==> src/rtl/nia_pkg.sv <==
package nia_pkg;
  localparam logic [2:0] SVC_IDLE = 3'd7;
  localparam logic [2:0] SVC_NMI  = 3'd4;
  localparam int         SVC_W    = 3;

  typedef enum logic [1:0] {
    ACK_MASK  = 2'd0,
    ACK_MACRO = 2'd1,
    ACK_NMI   = 2'd2
  } ack_kind_e;
endpackage

==> src/rtl/nia_pending.sv <==
module nia_pending #(
  parameter int N = 16
) (
  input  logic         clk,
  input  logic         rst_n,
  input  logic [N-1:0] set_i,
  input  logic [N-1:0] clr_i,
  output logic [N-1:0] pend_o
);
  logic [N-1:0] pend_d;
  logic [N-1:0] pend_q;

  // Per-source sticky bit; a new request wins over a same-cycle clear.
  for (genvar g = 0; g < N; g++) begin : g_bit
    always_comb pend_d[g] = set_i[g] | (pend_q[g] & ~clr_i[g]);

    always_ff @(posedge clk or negedge rst_n) begin
      if (!rst_n) pend_q[g] <= 1'b0;
      else        pend_q[g] <= pend_d[g];
    end
  end

  assign pend_o = pend_q;
endmodule

==> src/rtl/nia_pick.sv <==
module nia_pick #(
  parameter int N     = 16,
  parameter int IDX_W = $clog2(N)
) (
  input  logic [N-1:0]     pend_i,
  input  logic [2*N-1:0]   lvl_i,
  output logic             found_o,
  output logic [IDX_W-1:0] idx_o,
  output logic [1:0]       lvl_o
);
  logic [2:0] best;

  // Scan from the highest index down; "<=" lets a lower index take a tie.
  always_comb begin
    best  = 3'd4;
    idx_o = '0;
    for (int i = N - 1; i >= 0; i--) begin
      if (pend_i[i] && ({1'b0, lvl_i[2*i +: 2]} <= best)) begin
        best  = {1'b0, lvl_i[2*i +: 2]};
        idx_o = IDX_W'(i);
      end
    end
    found_o = (best != 3'd4);
    lvl_o   = best[1:0];
  end
endmodule

==> src/rtl/nia_stack.sv <==
module nia_stack #(
  parameter int DEPTH = 6,
  parameter int W     = 3,
  parameter int PTR_W = $clog2(DEPTH + 1)
) (
  input  logic         clk,
  input  logic         rst_n,
  input  logic         push_i,
  input  logic         pop_i,
  input  logic [W-1:0] din_i,
  output logic [W-1:0] top_o,
  output logic         full_o,
  output logic         empty_o
);
  logic [W-1:0]     mem_q [DEPTH];
  logic [PTR_W-1:0] ptr_q;
  logic [PTR_W-1:0] ptr_d;
  logic             ptr_en;

  always_comb begin
    ptr_en = push_i | pop_i;
    ptr_d  = ptr_q;
    if (push_i)     ptr_d = ptr_q + 1'b1;
    else if (pop_i) ptr_d = ptr_q - 1'b1;
  end

  always_ff @(posedge clk or negedge rst_n) begin
    if (!rst_n)      ptr_q <= '0;
    else if (ptr_en) ptr_q <= ptr_d;
  end

  always_ff @(posedge clk) begin
    if (push_i) mem_q[ptr_q] <= din_i;
  end

  assign full_o  = (ptr_q == PTR_W'(DEPTH));
  assign empty_o = (ptr_q == '0);
  assign top_o   = empty_o ? '0 : mem_q[ptr_q - 1'b1];

  p_ptr_bound_r11: assert property (@(posedge clk) disable iff (!rst_n)
    ptr_q <= PTR_W'(DEPTH));
  p_no_push_full_r11: assert property (@(posedge clk) disable iff (!rst_n)
    push_i |-> !full_o);
endmodule

==> src/rtl/nest_irq_arbiter.sv <==
module nest_irq_arbiter
  import nia_pkg::*;
#(
  parameter int N     = 16,
  parameter int DEPTH = 6,
  parameter int IDX_W = $clog2(N)
) (
  input  logic             clk,
  input  logic             rst_n,
  input  logic [N-1:0]     req_i,
  input  logic [2*N-1:0]   lvl_i,
  input  logic [N-1:0]     macro_i,
  input  logic             nmi_i,
  input  logic             ei_i,
  input  logic             lock3_i,
  input  logic             eos_i,
  output logic             ack_valid_o,
  output logic [1:0]       ack_kind_o,
  output logic [IDX_W-1:0] ack_src_o,
  output logic [1:0]       ack_lvl_o,
  output logic [SVC_W-1:0] svc_lvl_o
);
  logic [N-1:0]     msk_pend, mac_pend, msk_clr, mac_clr;
  logic             sel_found, mac_found;
  logic [IDX_W-1:0] sel_idx, mac_idx;
  logic [1:0]       sel_lvl, mac_lvl;
  logic             stk_full, stk_empty, stk_push, stk_pop;
  logic [SVC_W-1:0] stk_top;

  logic             ie_q, ie_d, nmi_q, nmi_d;
  logic [SVC_W-1:0] svc_q, svc_d;
  logic             svc_en;
  logic             nmi_go, mac_go, msk_go, lvl_ok;
  logic             ackv_d;
  logic [1:0]       kind_d, alvl_d;
  logic [IDX_W-1:0] src_d;

  nia_pending #(.N(N)) u_msk_pend (
    .clk(clk), .rst_n(rst_n), .set_i(req_i), .clr_i(msk_clr), .pend_o(msk_pend));
  nia_pending #(.N(N)) u_mac_pend (
    .clk(clk), .rst_n(rst_n), .set_i(macro_i), .clr_i(mac_clr), .pend_o(mac_pend));

  nia_pick #(.N(N), .IDX_W(IDX_W)) u_msk_pick (
    .pend_i(msk_pend), .lvl_i(lvl_i),
    .found_o(sel_found), .idx_o(sel_idx), .lvl_o(sel_lvl));
  // Macro requests ignore levels: all-zero levels reduce the pick to index order.
  nia_pick #(.N(N), .IDX_W(IDX_W)) u_mac_pick (
    .pend_i(mac_pend), .lvl_i('0),
    .found_o(mac_found), .idx_o(mac_idx), .lvl_o(mac_lvl));

  nia_stack #(.DEPTH(DEPTH), .W(SVC_W)) u_stack (
    .clk(clk), .rst_n(rst_n), .push_i(stk_push), .pop_i(stk_pop),
    .din_i(svc_q), .top_o(stk_top), .full_o(stk_full), .empty_o(stk_empty));

  // Grant decision: NMI first, then macro service, then maskable.
  always_comb begin
    lvl_ok = (svc_q == SVC_IDLE) ||
             ((svc_q < SVC_NMI) &&
              (({1'b0, sel_lvl} < svc_q) ||
               (sel_lvl == 2'd3 && svc_q == 3'd3 && !lock3_i)));
    nmi_go = nmi_q && (svc_q != SVC_NMI) && !stk_full && !eos_i;
    mac_go = !nmi_go && mac_found && !eos_i;
    msk_go = !nmi_go && !mac_go && ie_q && sel_found && lvl_ok &&
             !stk_full && !eos_i;
  end

  always_comb begin
    stk_push = nmi_go | msk_go;
    stk_pop  = eos_i & ~stk_empty;
    msk_clr  = msk_go ? (N'(1) << sel_idx) : '0;
    mac_clr  = mac_go ? (N'(1) << mac_idx) : '0;
    nmi_d    = nmi_i | (nmi_q & ~nmi_go);
    ie_d     = msk_go ? 1'b0 : (ei_i ? 1'b1 : ie_q);
    svc_en   = eos_i | stk_push;
    svc_d    = svc_q;
    if (eos_i)       svc_d = stk_empty ? SVC_IDLE : stk_top;
    else if (nmi_go) svc_d = SVC_NMI;
    else if (msk_go) svc_d = {1'b0, sel_lvl};
    ackv_d = nmi_go | mac_go | msk_go;
    kind_d = nmi_go ? ACK_NMI : (mac_go ? ACK_MACRO : ACK_MASK);
    src_d  = nmi_go ? '0 : (mac_go ? mac_idx : sel_idx);
    alvl_d = (msk_go && !mac_go) ? sel_lvl : mac_lvl;
  end

  always_ff @(posedge clk or negedge rst_n) begin
    if (!rst_n) begin
      ie_q        <= 1'b0;
      nmi_q       <= 1'b0;
      svc_q       <= SVC_IDLE;
      ack_valid_o <= 1'b0;
      ack_kind_o  <= ACK_MASK;
      ack_src_o   <= '0;
      ack_lvl_o   <= '0;
    end else begin
      ie_q        <= ie_d;
      nmi_q       <= nmi_d;
      if (svc_en) svc_q <= svc_d;
      ack_valid_o <= ackv_d;
      if (ackv_d) begin
        ack_kind_o <= kind_d;
        ack_src_o  <= src_d;
        ack_lvl_o  <= alvl_d;
      end
    end
  end

  assign svc_lvl_o = svc_q;

  p_mask_clears_en_r2: assert property (@(posedge clk) disable iff (!rst_n)
    (ack_valid_o && ack_kind_o == ACK_MASK) |-> !ie_q);
  p_mask_records_lvl_r3: assert property (@(posedge clk) disable iff (!rst_n)
    (ack_valid_o && ack_kind_o == ACK_MASK) |-> svc_q == {1'b0, ack_lvl_o});
  p_lvl0_blocks_r5: assert property (@(posedge clk) disable iff (!rst_n)
    (ack_valid_o && ack_kind_o == ACK_MASK) |-> $past(svc_q) != 3'd0);
  p_strict_preempt_r4: assert property (@(posedge clk) disable iff (!rst_n)
    (ack_valid_o && ack_kind_o == ACK_MASK && $past(svc_q) < SVC_NMI) |->
      (({1'b0, ack_lvl_o} < $past(svc_q)) ||
       (ack_lvl_o == 2'd3 && $past(svc_q) == 3'd3 && !$past(lock3_i))));
  p_macro_keeps_svc_r8: assert property (@(posedge clk) disable iff (!rst_n)
    (ack_valid_o && ack_kind_o == ACK_MACRO) |-> svc_q == $past(svc_q));
  p_nmi_not_nested_r9: assert property (@(posedge clk) disable iff (!rst_n)
    (ack_valid_o && ack_kind_o == ACK_NMI) |-> $past(svc_q) != SVC_NMI);
endmodule

==> config.mk <==
export PLATFORM = sky130hd
export DESIGN_NAME = nest_irq_arbiter
export DESIGN_NICKNAME = d
export VERILOG_FILES = /design/src/rtl/nia_pkg.sv /design/src/rtl/nia_pending.sv /design/src/rtl/nia_pick.sv /design/src/rtl/nia_stack.sv /design/src/rtl/nest_irq_arbiter.sv
export SDC_FILE = /design/constraint.sdc
export NUM_CORES = 1
export LEC_CHECK = 0
export ABC_CLOCK_PERIOD_IN_PS = 24500
export BUFFER_PORTS_ARGS = -buffer_cell sky130_fd_sc_hd__buf_2
export CAP_MARGIN = 20
export CORE_UTILIZATION = 55
export CTS_CLUSTER_SIZE = 20
export DETAILED_ROUTE_END_ITERATION = 10
export PLACE_DENSITY = 0.82
export REMOVE_ABC_BUFFERS = 1
export SLEW_MARGIN = 25
export SYNTH_ARGS = -nofsm -noshare
export SYNTH_HDL_FRONTEND = slang
export SYNTH_SLANG_ARGS = --single-unit
==> constraint.sdc <==
create_clock -name clk -period 24.5 [get_ports clk]
set_input_delay 4.9 -clock clk [delete_from_list [all_inputs] [get_ports clk]]
set_output_delay 4.9 -clock clk [all_outputs]
set_load 0.005 [all_outputs]
* Yosys cells after proc, flatten, opt, wreduce, memory -nomap -nowiden
Memory sizes are Yosys's and may differ from the RTL's. Index checks and enable logic that the tools add are counted.
Storage, ports and cells: input port bits 70, memories kept 1, logic and storage cells 331, ROM bits 0, latch bits 0, register bits after elaboration 49, bits in writable memories 18, output and inout port bits 12
Memory list:
- u_stack.mem_q | words 6, bits a word 3, read ports 1, clocked after Yosys merged registers in 0, wr ports 1, RTL line nia_stack.sv:15 | logic [W-1:0] mem_q [DEPTH];
Operators by class: reduce and logical (&&, ||, !) cells 59, shift operators 2, magnitude comparators 33, equality and inequality tests 7, divide/modulo/power cells 0, multiplexer cells 81, multipliers 0, bitwise operators 106, add/sub/neg operators 2
Operators by type and width (count):
- $mux 4 | 34
- $mux 3 | 38
- $logic_and 1x1->1 | 46
- $le 1x3->1 const A | 15
- $le 2x3->1 | 15
- $or 1x1->1 | 38
- $and 1x1->1 | 34
- $not 1->1 | 34
- $mux 16 | 2
- $shl 1x4->16 const A | 2
- $ne 3x3->1 const B | 3
- $eq 3x3->1 const B | 2
- $logic_not 1->1 | 5
- $mux 1 | 5
- $mux 2 | 2
- $reduce_and 2->1 | 2
- $reduce_bool 2->1 | 2
- $add 3x1->3 const B | 1
- $eq 3x2->1 const B | 1
- $le 2x3->1 const B | 1
- $logic_not 3->1 | 1
- $lt 2x3->1 | 1
- $lt 3x3->1 const B | 1
- $reduce_bool 3->1 | 1
- 3 further kinds | 4

* Logic depth before layout (Yosys ltp)
Gate-level depths: netlist of run 1.
word-level depth 61, mapped depth 110, depth with buffers taken out 107

* Modules after synthesis
Synthesis of run 1 repeated with hierarchy kept, for this count alone.
Unflattened totals: cells, all modules 800, area total of the unflattened synthesis 6723.9 um^2
By module, submodules not included:
- nia_pick | cells each 257, instances 2, area an instance 1739.2 um^2
- nia_pending | cells each 48, instances 2, area an instance 580.6 um^2
- nest_irq_arbiter | cells each 116, instances 1, area an instance 1064.8 um^2
- nia_stack | cells each 74, instances 1, area an instance 1019.7 um^2

* Worst setup path after synthesis of run 1
OpenSTA, ideal clock, no wires.
kind input -> register, start point in lvl_i[31], end point mem u_stack.mem_q[0][0] (enable), arrival 24237 ps, cell stages on the path 100, slack -109 ps, path buffers 3, required time 24129 ps, path through nand2_1 ha_1 nor2b_1 o311a_1 a32oi_1 ha_1 nor2b_1 o211ai_1 nand2_1 o21ai_0 ha_1 nor2b_1 o311ai_1 a21oi_1 a221oi_1 ha_1 nand3_1 o21ai_0 [... 64 more ...] ha_1 nand2_1 o21ai_0 o21ai_0 nor2_1 a21oi_1 ha_1 a21oi_1 nor2_1 a311o_1 a31oi_1 o21bai_1 o31a_1 o221a_2 and2_1 buf_6 buf_6 nor4_1
On the way: word-level cells in the longest chain between the ends 60, elaborated cells on any way between the ends 63
RTL lines:
- start, declared | RTL line nest_irq_arbiter.sv:11 | input logic [2*N-1:0] lvl_i,
- $le 2x3->1 | RTL line nia_pick.sv:18 | if (pend_i[i] && ({1'b0, lvl_i[2*i +: 2]} <= best)) begin
- $logic_and 1x1->1 | RTL line nia_pick.sv:18
- $mux 3 (*) | RTL line nia_pick.sv:18
- $le 2x3->1 | RTL line nia_pick.sv:18
- $logic_and 1x1->1 | RTL line nia_pick.sv:18
- $mux 3 (*) | RTL line nia_pick.sv:18
- $le 2x3->1 | RTL line nia_pick.sv:18
- $logic_and 1x1->1 | RTL line nia_pick.sv:18
- [... 38 more ...]
- $logic_and 1x1->1 | RTL line nia_pick.sv:18
- $mux 3 (*) | RTL line nia_pick.sv:18
- branches (longest 6 deep; another with $lt 2x3->1)
- $logic_and 1x1->1 (*) (2 in a row) | RTL line nest_irq_arbiter.sv:63 | msk_go = !nmi_go && !mac_go && ie_q && sel_found && lvl_ok &&
- $logic_and 1x1->1 (*) | RTL line nest_irq_arbiter.sv:64 | !stk_full && !eos_i;
- $or 1x1->1 (*) | RTL line nest_irq_arbiter.sv:68 | stk_push = nmi_go | msk_go;
- $mux 1 (*) | RTL line nia_stack.sv:33 | if (push_i) mem_q[ptr_q] <= din_i;
- $mux 1 (not written as such) (*) | RTL line nia_stack.sv:33
- end, declared | RTL line nia_stack.sv:15
Mark *: on every way between the ends.

* Worst setup path after layout of run 1
start point in lvl_i[31], end point mem u_stack.mem_q[4][2] (enable)
The elaborated chain is that of the path after synthesis.

==> results of run 1 <==
[logic make-up (layout without fill, tap and decap cells)]
kind of cell | count (synthesis) | count (layout) | share of synthesized area (%)
AOI/OAI and AO/OA | 162 | 162 | 21.4
xor gates and xnor gates | 1 | 1 | 0.174
adders and majority gates | 35 | 35 | 8.64
buffers and inverters | 58 | 194 | 4.96
DFF | 67 | 67 | 35.1
muxes | 15 | 15 | 3.87
and+or+nand+nor | 261 | 261 | 25.8
[flip-flops by register name, indices dropped and copies added, names as in the netlist]
name               cells
ack_src_o              4
u_msk_pend.pend_o     16
nmi_q                  1
u_stack.mem_q         18
ack_lvl_o              2
ack_kind_o             2
svc_lvl_o              3
u_mac_pend.pend_o     16
u_stack.ptr_q          3
ack_valid_o            1
ie_q                   1
[cell usage after synthesis (all sizes together), types with 13 or more instances]
| cell | n |
|---|---|
| nor3 | 18 |
| nand2 | 67 |
| dfrtp | 46 |
| nand2b | 17 |
| o21ai | 44 |
| inv | 44 |
| ha | 34 |
| a21oi | 38 |
| nor2 | 70 |
| nor2b | 18 |
| nand3 | 16 |
| a21o | 13 |
| edfxtp | 18 |
[how the worst min path moves through the flow]
| stage | startpoint | end | slack (ns) |
|---|---|---|---|
| final | ack_kind_o[0] | ack_kind_o[0] | 0.48 |
| after global routing | ack_kind_o[0] | ack_kind_o[0] | 0.51 |
| after CTS | ack_kind_o[0] | ack_kind_o[0] | 0.48 |
| after detailed placement | ack_kind_o[0] | ack_kind_o[0] | 0.47 |
| after global placement | ack_kind_o[0] | ack_kind_o[0] | 0.45 |
| after floorplan | ie_q | ie_q | 0.46 |
[routing by layer]
metal  GRT usage, %  share of wire, %  up-vias
met4           9.91               2.6        0
met1           35.9                41     2507
met5              0                 0        -
met3           4.51               5.7       43
met2           49.6                50      219
li1               -                 -     2441
[critical path, delay by kind of cell]
| kind | cells | cell delay, ns |
|---|---|---|
| AOI/OAI and AO/OA | 44 | 7.79 |
| buffers and inverters | 8 | 1.08 |
| muxes | 3 | 0.98 |
| and+or+nand+nor | 37 | 4.98 |
| adders and majority gates | 16 | 4.25 |
[per-stage QoR]
stage	setup WS [ns]	utilization, %	setup TNS (ns)	hold slack, ns	instances
CTS	0.0164	68.4	0	0.484	825
finish	0.567	72.6	0	0.480	843
global route	-0.435	72.6	-16.42	0.512	843
global placement	-0.159	65.4	-1.55	0.455	809
detailed placement	-0.817	65.4	-29.35	0.467	809
floorplan	-0.138	-	-1.88	0.463	585
[layout make-up]
| type | instances | area, um^2 | share of cell area (%) |
|---|---|---|---|
| clock buffers | 10 | 128 | 1.99 |
| clock inverters | 6 | 104 | 1.62 |
| inverters | 44 | 165 | 2.58 |
| multi-input cells | 474 | 3290 | 51.4 |
| flip-flops and latches | 67 | 1770 | 27.7 |
| well taps | 108 | 135 | 2.11 |
| repair buffers | 134 | 806 | 12.6 |
[what timing repair did]
action / 4_1_cts / 5_1_grt
hold buffers: 0 / 0
setup buffers: 0 / 18
pin swaps: 0 / 28
resized for setup: 13 / 55
gates cloned: 0 / 0
setup endpoints to repair: 48 / 49
[cell usage in the layout (no fill, tap or decap), types with 15 or more instances in the layout]
cell type | synthesis | routed
ha_1 | 34 | 31
inv_1 | 44 | 43
a21oi_1 | 38 | 35
buf_4 | 1 | 54
nor3_1 | 17 | 15
nand2b_1 | 17 | 16
dfrtp_1 | 46 | 46
nand3_1 | 16 | 15
o21ai_0 | 38 | 25
nor2_1 | 70 | 66
buf_2 | 5 | 80
nand2_1 | 67 | 66
edfxtp_1 | 18 | 18
==> results.toml, run 1 <==
[min_path]
min_path_cells = 2
holdCritPathClass = "reg -> reg"

[yosys]
synth_cell_types = 72
async_flop_share_pct = 73.1
yosysTopAreaCellShare_pct = 22.8
synth_flop_cell = "dfrtp_1"
synth_area_um2 = 5040
yosysWarnings = 0
yosysTopAreaCell = "dfrtp_1"
syn_inst = 599
synth_edf_count = 18
synth_area_leaders = "dfrtp_1 23%, edfxtp_1 11%, ha_1 8.4%, nor2_1 5.2%, nand2_1 5.0%"
ys_seq_area_share_pct = 35.1
ys_seq_elements = 67
postSynthAreaPerCell_um2 = 8.42

[worst_setup_path]
crit_path_top_delay_cell = "o311a_1"
path_common_cell = "ha_1"
startpoint = "lvl_i[31]"
critPathMaxStageDelay_ns = 0.41
end_kind = "flop"
crit_path_start_kind = "primary input"
worstSetupPathType = "in -> reg"
regToRegEndpoint = "u_stack.mem_q[4][2]"
critPathCapture = "u_stack.mem_q[4][2]"
cp_data_required_time_ns = 24.57
r2r_start = "u_msk_pend.pend_o[15]"
reg2reg_depth = 107
arrival_ns = 24.01
crit_path_max_fanout = 7
ff2ff_setup_slack_ns = 4.68

[finish]
syn_to_final_growth_pct = 26.9
drive_gt1_share_pct = 30.2
finalInstanceArea_um2 = 6400
antenna_cells = 0
nNetsFinal = 834
fill_cells = 593

[grt]
grt_pass1_wl_um = 22200
antenna_found_initial = 0
grt_max_degree = 50
overflow = 0
grtUsageTotal_pct = 28.4
grt_pass1_vias = 4917

[place]
placed_cell_area_um2 = 5760
gp_congestion = 0.912
hpwl_um = 10200
io_buffers = 81

[detailed_routing]
drc_errors = 2
vias = 5210
antenna_left = 0
routed_wl_um = 14200
wl_per_cell_um = 16.9
viasPerCell = 6.18
dr.pass1.iters = 8
drt_iter0_markers = 346

[floorplanning]
die_h_um = 97.7
start_util_pct = 57.2
die_area_um2 = 9550
rows = 34
ios = 82
die_x_um = 97.7
coreArea_um2 = 8810

[status]
status = "finished with violations"
violations = "design-rule violations"

[timing]
worstMarginPinSlew_ns = 0.856
period_needed_ns = 23.93
clock_skew_ns = 0.0101
relSlewSlack_pct = 42.4
max_freq_mhz = 41.8
maxSlewViolCount = 0
hold_violations = 0
min_period_over_period_pct = 97.7
finalSetupViolations = 0

[clock_network]
clock_sinks = 67
ctsHtreeMaxLevel = 3
clock_latency_ns = 0.35
clk_pin_slew_ns = 0.07
cts_buffers = 9
clockBufferDepth = 2
root_buffer = "clkbuf_8"
cts_tree = "built"

[job]
maxCapViolCount = 0
Power of run 1 is not shown: default switching activity piles up to over one toggle a cycle in this logic, so the estimate is an artifact.
==> run 2, diff against run 1 <==
--- a/config.mk
+++ b/config.mk
@@ -8,12 +8,15 @@
 export ABC_CLOCK_PERIOD_IN_PS = 24500
 export BUFFER_PORTS_ARGS = -buffer_cell sky130_fd_sc_hd__buf_2
 export CAP_MARGIN = 20
-export CORE_UTILIZATION = 55
+export CELL_PAD_IN_SITES_DETAIL_PLACEMENT = 1
+export CELL_PAD_IN_SITES_GLOBAL_PLACEMENT = 2
+export CORE_UTILIZATION = 36
 export CTS_CLUSTER_SIZE = 20
 export DETAILED_ROUTE_END_ITERATION = 10
-export PLACE_DENSITY = 0.82
+export PLACE_DENSITY = 0.86
 export REMOVE_ABC_BUFFERS = 1
 export SLEW_MARGIN = 25
 export SYNTH_ARGS = -nofsm -noshare
 export SYNTH_HDL_FRONTEND = slang
+export SYNTH_HIERARCHICAL = 1
 export SYNTH_SLANG_ARGS = --single-unit
==> run 2 against run 1 <==
The flow still finishes with violations (design-rule violations). Critical path depth shrank 9. Synthesized area increased by 33%. Setup slack improved by 0.81 ns. First-iteration DRC count is 2.9% lower. Die area rose by 100%. Synthesized cell count increased by 34%. Non-clock buffer count is 21 lower.
==> results.toml, run 2 <==
[status]
status = "finished with violations"
violations = "design-rule violations"

[detailed_routing]
drt_iter0_markers = 336
wl_per_cell_um = 15.3
dr.pass1.iters = 8
vias = 6213
drc_errors = 6
routed_wl_um = 18500
antenna_left = 0
viasPerCell = 5.13

[yosys]
yosysTopAreaCell = "dfrtp_1"
syn_inst = 800
yosysWarnings = 6
synth_area_leaders = "dfrtp_1 17%, ha_1 11%, edfxtp_1 8.0%, inv_1 5.6%, a21o_1 4.2%"
yosysTopAreaCellShare_pct = 17.1
postSynthAreaPerCell_um2 = 8.40
ys_seq_elements = 67
async_flop_share_pct = 73.1
ys_seq_area_share_pct = 26.3
synth_edf_count = 18
synth_flop_cell = "dfrtp_1"
yosysMostFrequentCell = "inv_1"
synth_common_cells = "101 x inv_1, 67 x nand2_1, 61 x ha_1"
synth_cell_types = 83
synth_area_um2 = 6720

[grt]
overflow = 0
grt_max_degree = 50
grtUsageTotal_pct = 19.8
grt_pass1_vias = 6178
antenna_found_initial = 0
grt_pass1_wl_um = 30800

[timing]
period_needed_ns = 23.12
min_period_over_period_pct = 94.4
tns_ns = 0
max_freq_mhz = 43.2
setup_ws_ns = 1.38
clock_skew_ns = 0.00676
hold_violations = 0
worstMarginPinSlew_ns = 0.866
maxSlewViolCount = 0
relSlewSlack_pct = 41.8
finalSetupViolations = 0

[finish]
nNetsFinal = 1107
syn_to_final_growth_pct = 21.6
top_register = "u_stack/mem_q"
drive_gt1_share_pct = 23.8
final_common_cell = "inv_1"
antenna_cells = 0
largest_reg_flops = 18
mostFrequentLayoutCells = "101 x inv_1, 81 x buf_2, 70 x conb_1, 63 x nand2_1, 61 x ha_1"

[worst_setup_path]
critPathMaxStageDelay_ns = 0.45
crit_path_top_delay_cell = "a2111oi_4"
arrival_ns = 23.14
path_common_cell = "ha_1"
end_kind = "flop"
worstSetupPathType = "in -> reg"
cp_data_required_time_ns = 24.52
ff2ff_setup_slack_ns = 5.43
crit_path_start_kind = "primary input"
crit_path_max_fanout = 9

[clock_network]
ctsHtreeMaxLevel = 3
cts_tree = "built"
cts_buffers = 9
clockBufferDepth = 2
clk_pin_slew_ns = 0.06
root_buffer = "clkbuf_16"
clock_sinks = 67
cts_hold_buffers = 0
clock_latency_ns = 0.34

[place]
hpwl_um = 14900
gp_congestion = 0.796
dp_slack_ns = -0.200
io_buffers = 81

[floorplanning]
rows = 49
die_area_um2 = 19200
ios = 82
coreArea_um2 = 18100
die_x_um = 139
die_h_um = 139
start_util_pct = 37.1

[job]
maxCapViolCount = 0

[min_path]
holdCritPathClass = "reg -> reg"
==> run 2: changes by cell type in the layout (fill, tap and decap cells not counted), moves of 9 or more <==
cell / previous run / this run
nand2_2: 1 / 11
inv_1: 43 / 101
conb_1: 0 / 70
clkbuf_16: 0 / 9
clkbuf_8: 9 / 0
a21o_1: 13 / 38
buf_4: 54 / 32
o21ai_0: 25 / 38
nor2_1: 66 / 55
o21ai_1: 10 / 23
ha_1: 31 / 61
==> run 2: path summary, 6_finish.rpt <==
kind	from	endpoint	cells after the start
worst max-delay path	lvl_i[31]	u_stack/mem_q[3][1]	99
worst min-delay path	ack_kind_o[0]	ack_kind_o[0]	1
worst max register to register	u_msk_pend/pend_o[15]	u_stack/mem_q[3][1]	98
worst min register to register	ack_kind_o[0]	ack_kind_o[0]	1
max in group asynchronous	rst_n	u_mac_pend/pend_o[8]	2
min in group asynchronous	rst_n	u_stack/ptr_q[1]	2
==> run 2: worst max-delay path, delay by kind of cell <==
family / cells / cell delay, ns
compound gates: 47 / 8.64
fa+ha+maj: 16 / 4.27
simple gates: 25 / 3.39
mux: 3 / 1.05
buf+inv: 8 / 0.84
==> run 2: metal layers <==
layer	vias to the layer above	global-route usage, %	wire [um]
met5	-	0	0
met4	0	4.27	198
met3	16	2.38	402
met2	81	31.2	8290
met1	2944	28.9	9630
li1	3172	-	-
==> run 2: cell type report <==
cell class	count	area [um^2]
Clock inverter	7	75.1
Timing Repair Buffer	113	646
Multi-Input combinational cell	682	4790
Sequential cell	67	1770
Fill cell	2233	9970
Tap cell	229	287
Clock buffer	9	225
Inverter	103	387
==> run 2: what timing repair did <==
action / 4_1_cts / 5_1_grt
gates resized for setup: 0 / 30
setup endpoints to repair: 0 / 50
buffers inserted: 0 / 16
==> run 2: stage by stage <==
stage          area, um^2  hold slack [ns]  utilization [%]  cells
2_1_floorplan        6830            0.460                -    852
3_3_place_gp         7640            0.455             42.1   1178
3_5_place_dp         7640            0.475             42.1   1178
4_1_cts              7940            0.489             43.8   1194
5_1_grt              8180            0.503             45.1   1210
6_report             8180            0.491             45.1   1210
==> run 2: logic make-up after synthesis <==
logic type | after synthesis | synth area share, %
xor+xnor | 4 | 0.633
other cells | 1 | 0.0558
fa+ha+maj | 61 | 11.4
mux | 25 | 4.47
simple gates | 270 | 21.4
buf+inv | 120 | 8.04
compound gates | 252 | 27.7
flops | 67 | 26.3
Power of run 2 is left out for the same reason.
==> run 3, diff against run 2 <==
--- a/config.mk
+++ b/config.mk
@@ -8,12 +8,10 @@
 export ABC_CLOCK_PERIOD_IN_PS = 24500
 export BUFFER_PORTS_ARGS = -buffer_cell sky130_fd_sc_hd__buf_2
 export CAP_MARGIN = 20
-export CELL_PAD_IN_SITES_DETAIL_PLACEMENT = 1
-export CELL_PAD_IN_SITES_GLOBAL_PLACEMENT = 2
-export CORE_UTILIZATION = 36
+export CORE_UTILIZATION = 55
 export CTS_CLUSTER_SIZE = 20
 export DETAILED_ROUTE_END_ITERATION = 10
-export PLACE_DENSITY = 0.86
+export PLACE_DENSITY = 0.8
 export REMOVE_ABC_BUFFERS = 1
 export SLEW_MARGIN = 25
 export SYNTH_ARGS = -nofsm -noshare
==> run 3 against run 2 <==
The flow now finishes without violations. Cell area fell by 2.9%. Cell count fell by 8.5%. Non-clock buffer count fell by 21. Worst hold slack improved by 0.0016 ns. First-iteration DRC count rose by 21%. Count of clock-buffer cells in the layout did not move. Critical path depth rose by 2.
==> results.toml, run 3 (same netlist as run 2, synthesis figures left out) <==
[status]
status = "finished clean"

[timing]
clock_skew_ns = 0.00669
period_needed_ns = 23.28
tns_ns = 0
relSlewSlack_pct = 34.0
max_freq_mhz = 43.0
min_period_over_period_pct = 95.0
setup_ws_ns = 1.22
finalSetupViolations = 0
hold_violations = 0
fin_hold_ws_ns = 0.492
worstMarginPinSlew_ns = 0.982
maxSlewViolCount = 0

[place]
io_buffers = 81
dp.cells = 1083
dp_slack_ns = -0.107
hpwl_um = 12100
gp_congestion = 0.872

[worst_setup_path]
critPathTopFamily = "compound AO/OA/AOI/OAI gates"
crit_path_start_kind = "primary input"
worstSetupPathType = "in -> reg"
startpoint = "lvl_i[31]"
cp_data_required_time_ns = 24.73
r2r_start = "u_msk_pend/pend_o[15]"
end_kind = "flop"
critPathMaxStageDelay_ns = 0.42
ff2ff_setup_slack_ns = 5.29
path_buf_inv = 7
path_common_cell = "ha_1"
arrival_ns = 23.51
regToRegEndpoint = "u_msk_pend/pend_o[0]"
crit_path_max_fanout = 19
crit_path_top_delay_cell = "a2111oi_4"
reg2reg_depth = 100

[detailed_routing]
wl_per_cell_um = 14.4
vias = 6232
viasPerCell = 5.63
routed_wl_um = 15900
antenna_left = 0
drc_errors = 0
dr.pass1.iters = 5
drt_iter0_markers = 405

[min_path]
worstHoldStart = "ie_q"
holdCritPathClass = "reg -> reg"
min_path_cells = 1
hold_end = "ie_q"

[clock_network]
clockBufferDepth = 2
cts_buffers = 9
cts_tree = "built"
ctsHtreeMaxLevel = 3
clock_sinks = 67
clk_pin_slew_ns = 0.06
clock_latency_ns = 0.33
root_buffer = "clkbuf_16"

[floorplanning]
start_util_pct = 56.2
die_h_um = 113
die_area_um2 = 12700
ios = 82
rows = 40
die_x_um = 113
coreArea_um2 = 12000

[grt]
overflow = 0
grt_pass1_vias = 5858
grtUsageTotal_pct = 25.2
grt_pass1_wl_um = 26100
antenna_found_initial = 0
grt_max_degree = 50

[finish]
syn_to_final_growth_pct = 18.1
mostFrequentLayoutCells = "101 x inv_1, 81 x buf_2, 70 x conb_1, 66 x nand2_1, 61 x ha_1"
drive_gt1_share_pct = 21.5
antenna_cells = 0
final_common_cell = "inv_1"
top_register = "u_stack/mem_q"
final_cells = 1107
nNetsFinal = 1086
largest_reg_flops = 18

[job]
maxCapViolCount = 0
[run 3: changes by cell type in the layout (fill, tap and decap cells not counted), sizes merged]
| cell | previous run | this run |
|---|---|---|
| bufinv | 1 | 3 |
| buf | 113 | 92 |
| clkinvlp | 0 | 1 |
| inv | 105 | 104 |
| clkinv | 4 | 2 |
[run 3: stage by stage]
step / util, % / area, um^2
2_1_floorplan: - / 6830
3_3_place_gp: 62.2 / 7440
3_5_place_dp: 62.2 / 7440
4_1_cts: 65.1 / 7790
5_1_grt: 66.4 / 7940
6_report: 66.4 / 7940
[run 3: layer usage]
layer / track usage, % / wire [um] / vias up
li1: - / - / 3129
met1: 31.8 / 7080 / 2890
met5: 0 / 0 / -
met4: 9.87 / 427 / 0
met3: 3.51 / 665 / 33
met2: 43.5 / 7730 / 180
[run 3: final cells by class]
| class | count | area [um^2] |
|---|---|---|
| Clock inverter | 7 | 124 |
| Fill cell | 1021 | 4020 |
| Inverter | 103 | 387 |
| Sequential cell | 67 | 1770 |
| Multi-Input combinational cell | 682 | 4760 |
| Timing Repair Buffer | 92 | 488 |
| Tap cell | 147 | 184 |
| Clock buffer | 9 | 225 |
[run 3: how the worst max path moves through the flow]
stage | end | slack (ns) | cells after the start
detailed placement | u_msk_pend/pend_o[0] | -0.11 | 102
finish | u_msk_pend/pend_o[0] | 1.22 | 101
global placement | u_stack/mem_q[0][1] | 0.44 | 100
global route | u_msk_pend/pend_o[0] | -0.07 | 103
CTS | u_stack/mem_q[0][2] | 0.08 | 100
floorplan | u_stack/mem_q[0][0] | 1.91 | 99
[run 3: what timing repair did]
item,4_1_cts,5_1_grt
endpoints found under the setup margin,0,50
buffers inserted,0,8
resized for setup,0,22
hold buffers,0,0
Power of run 3 is left out for the same reason.
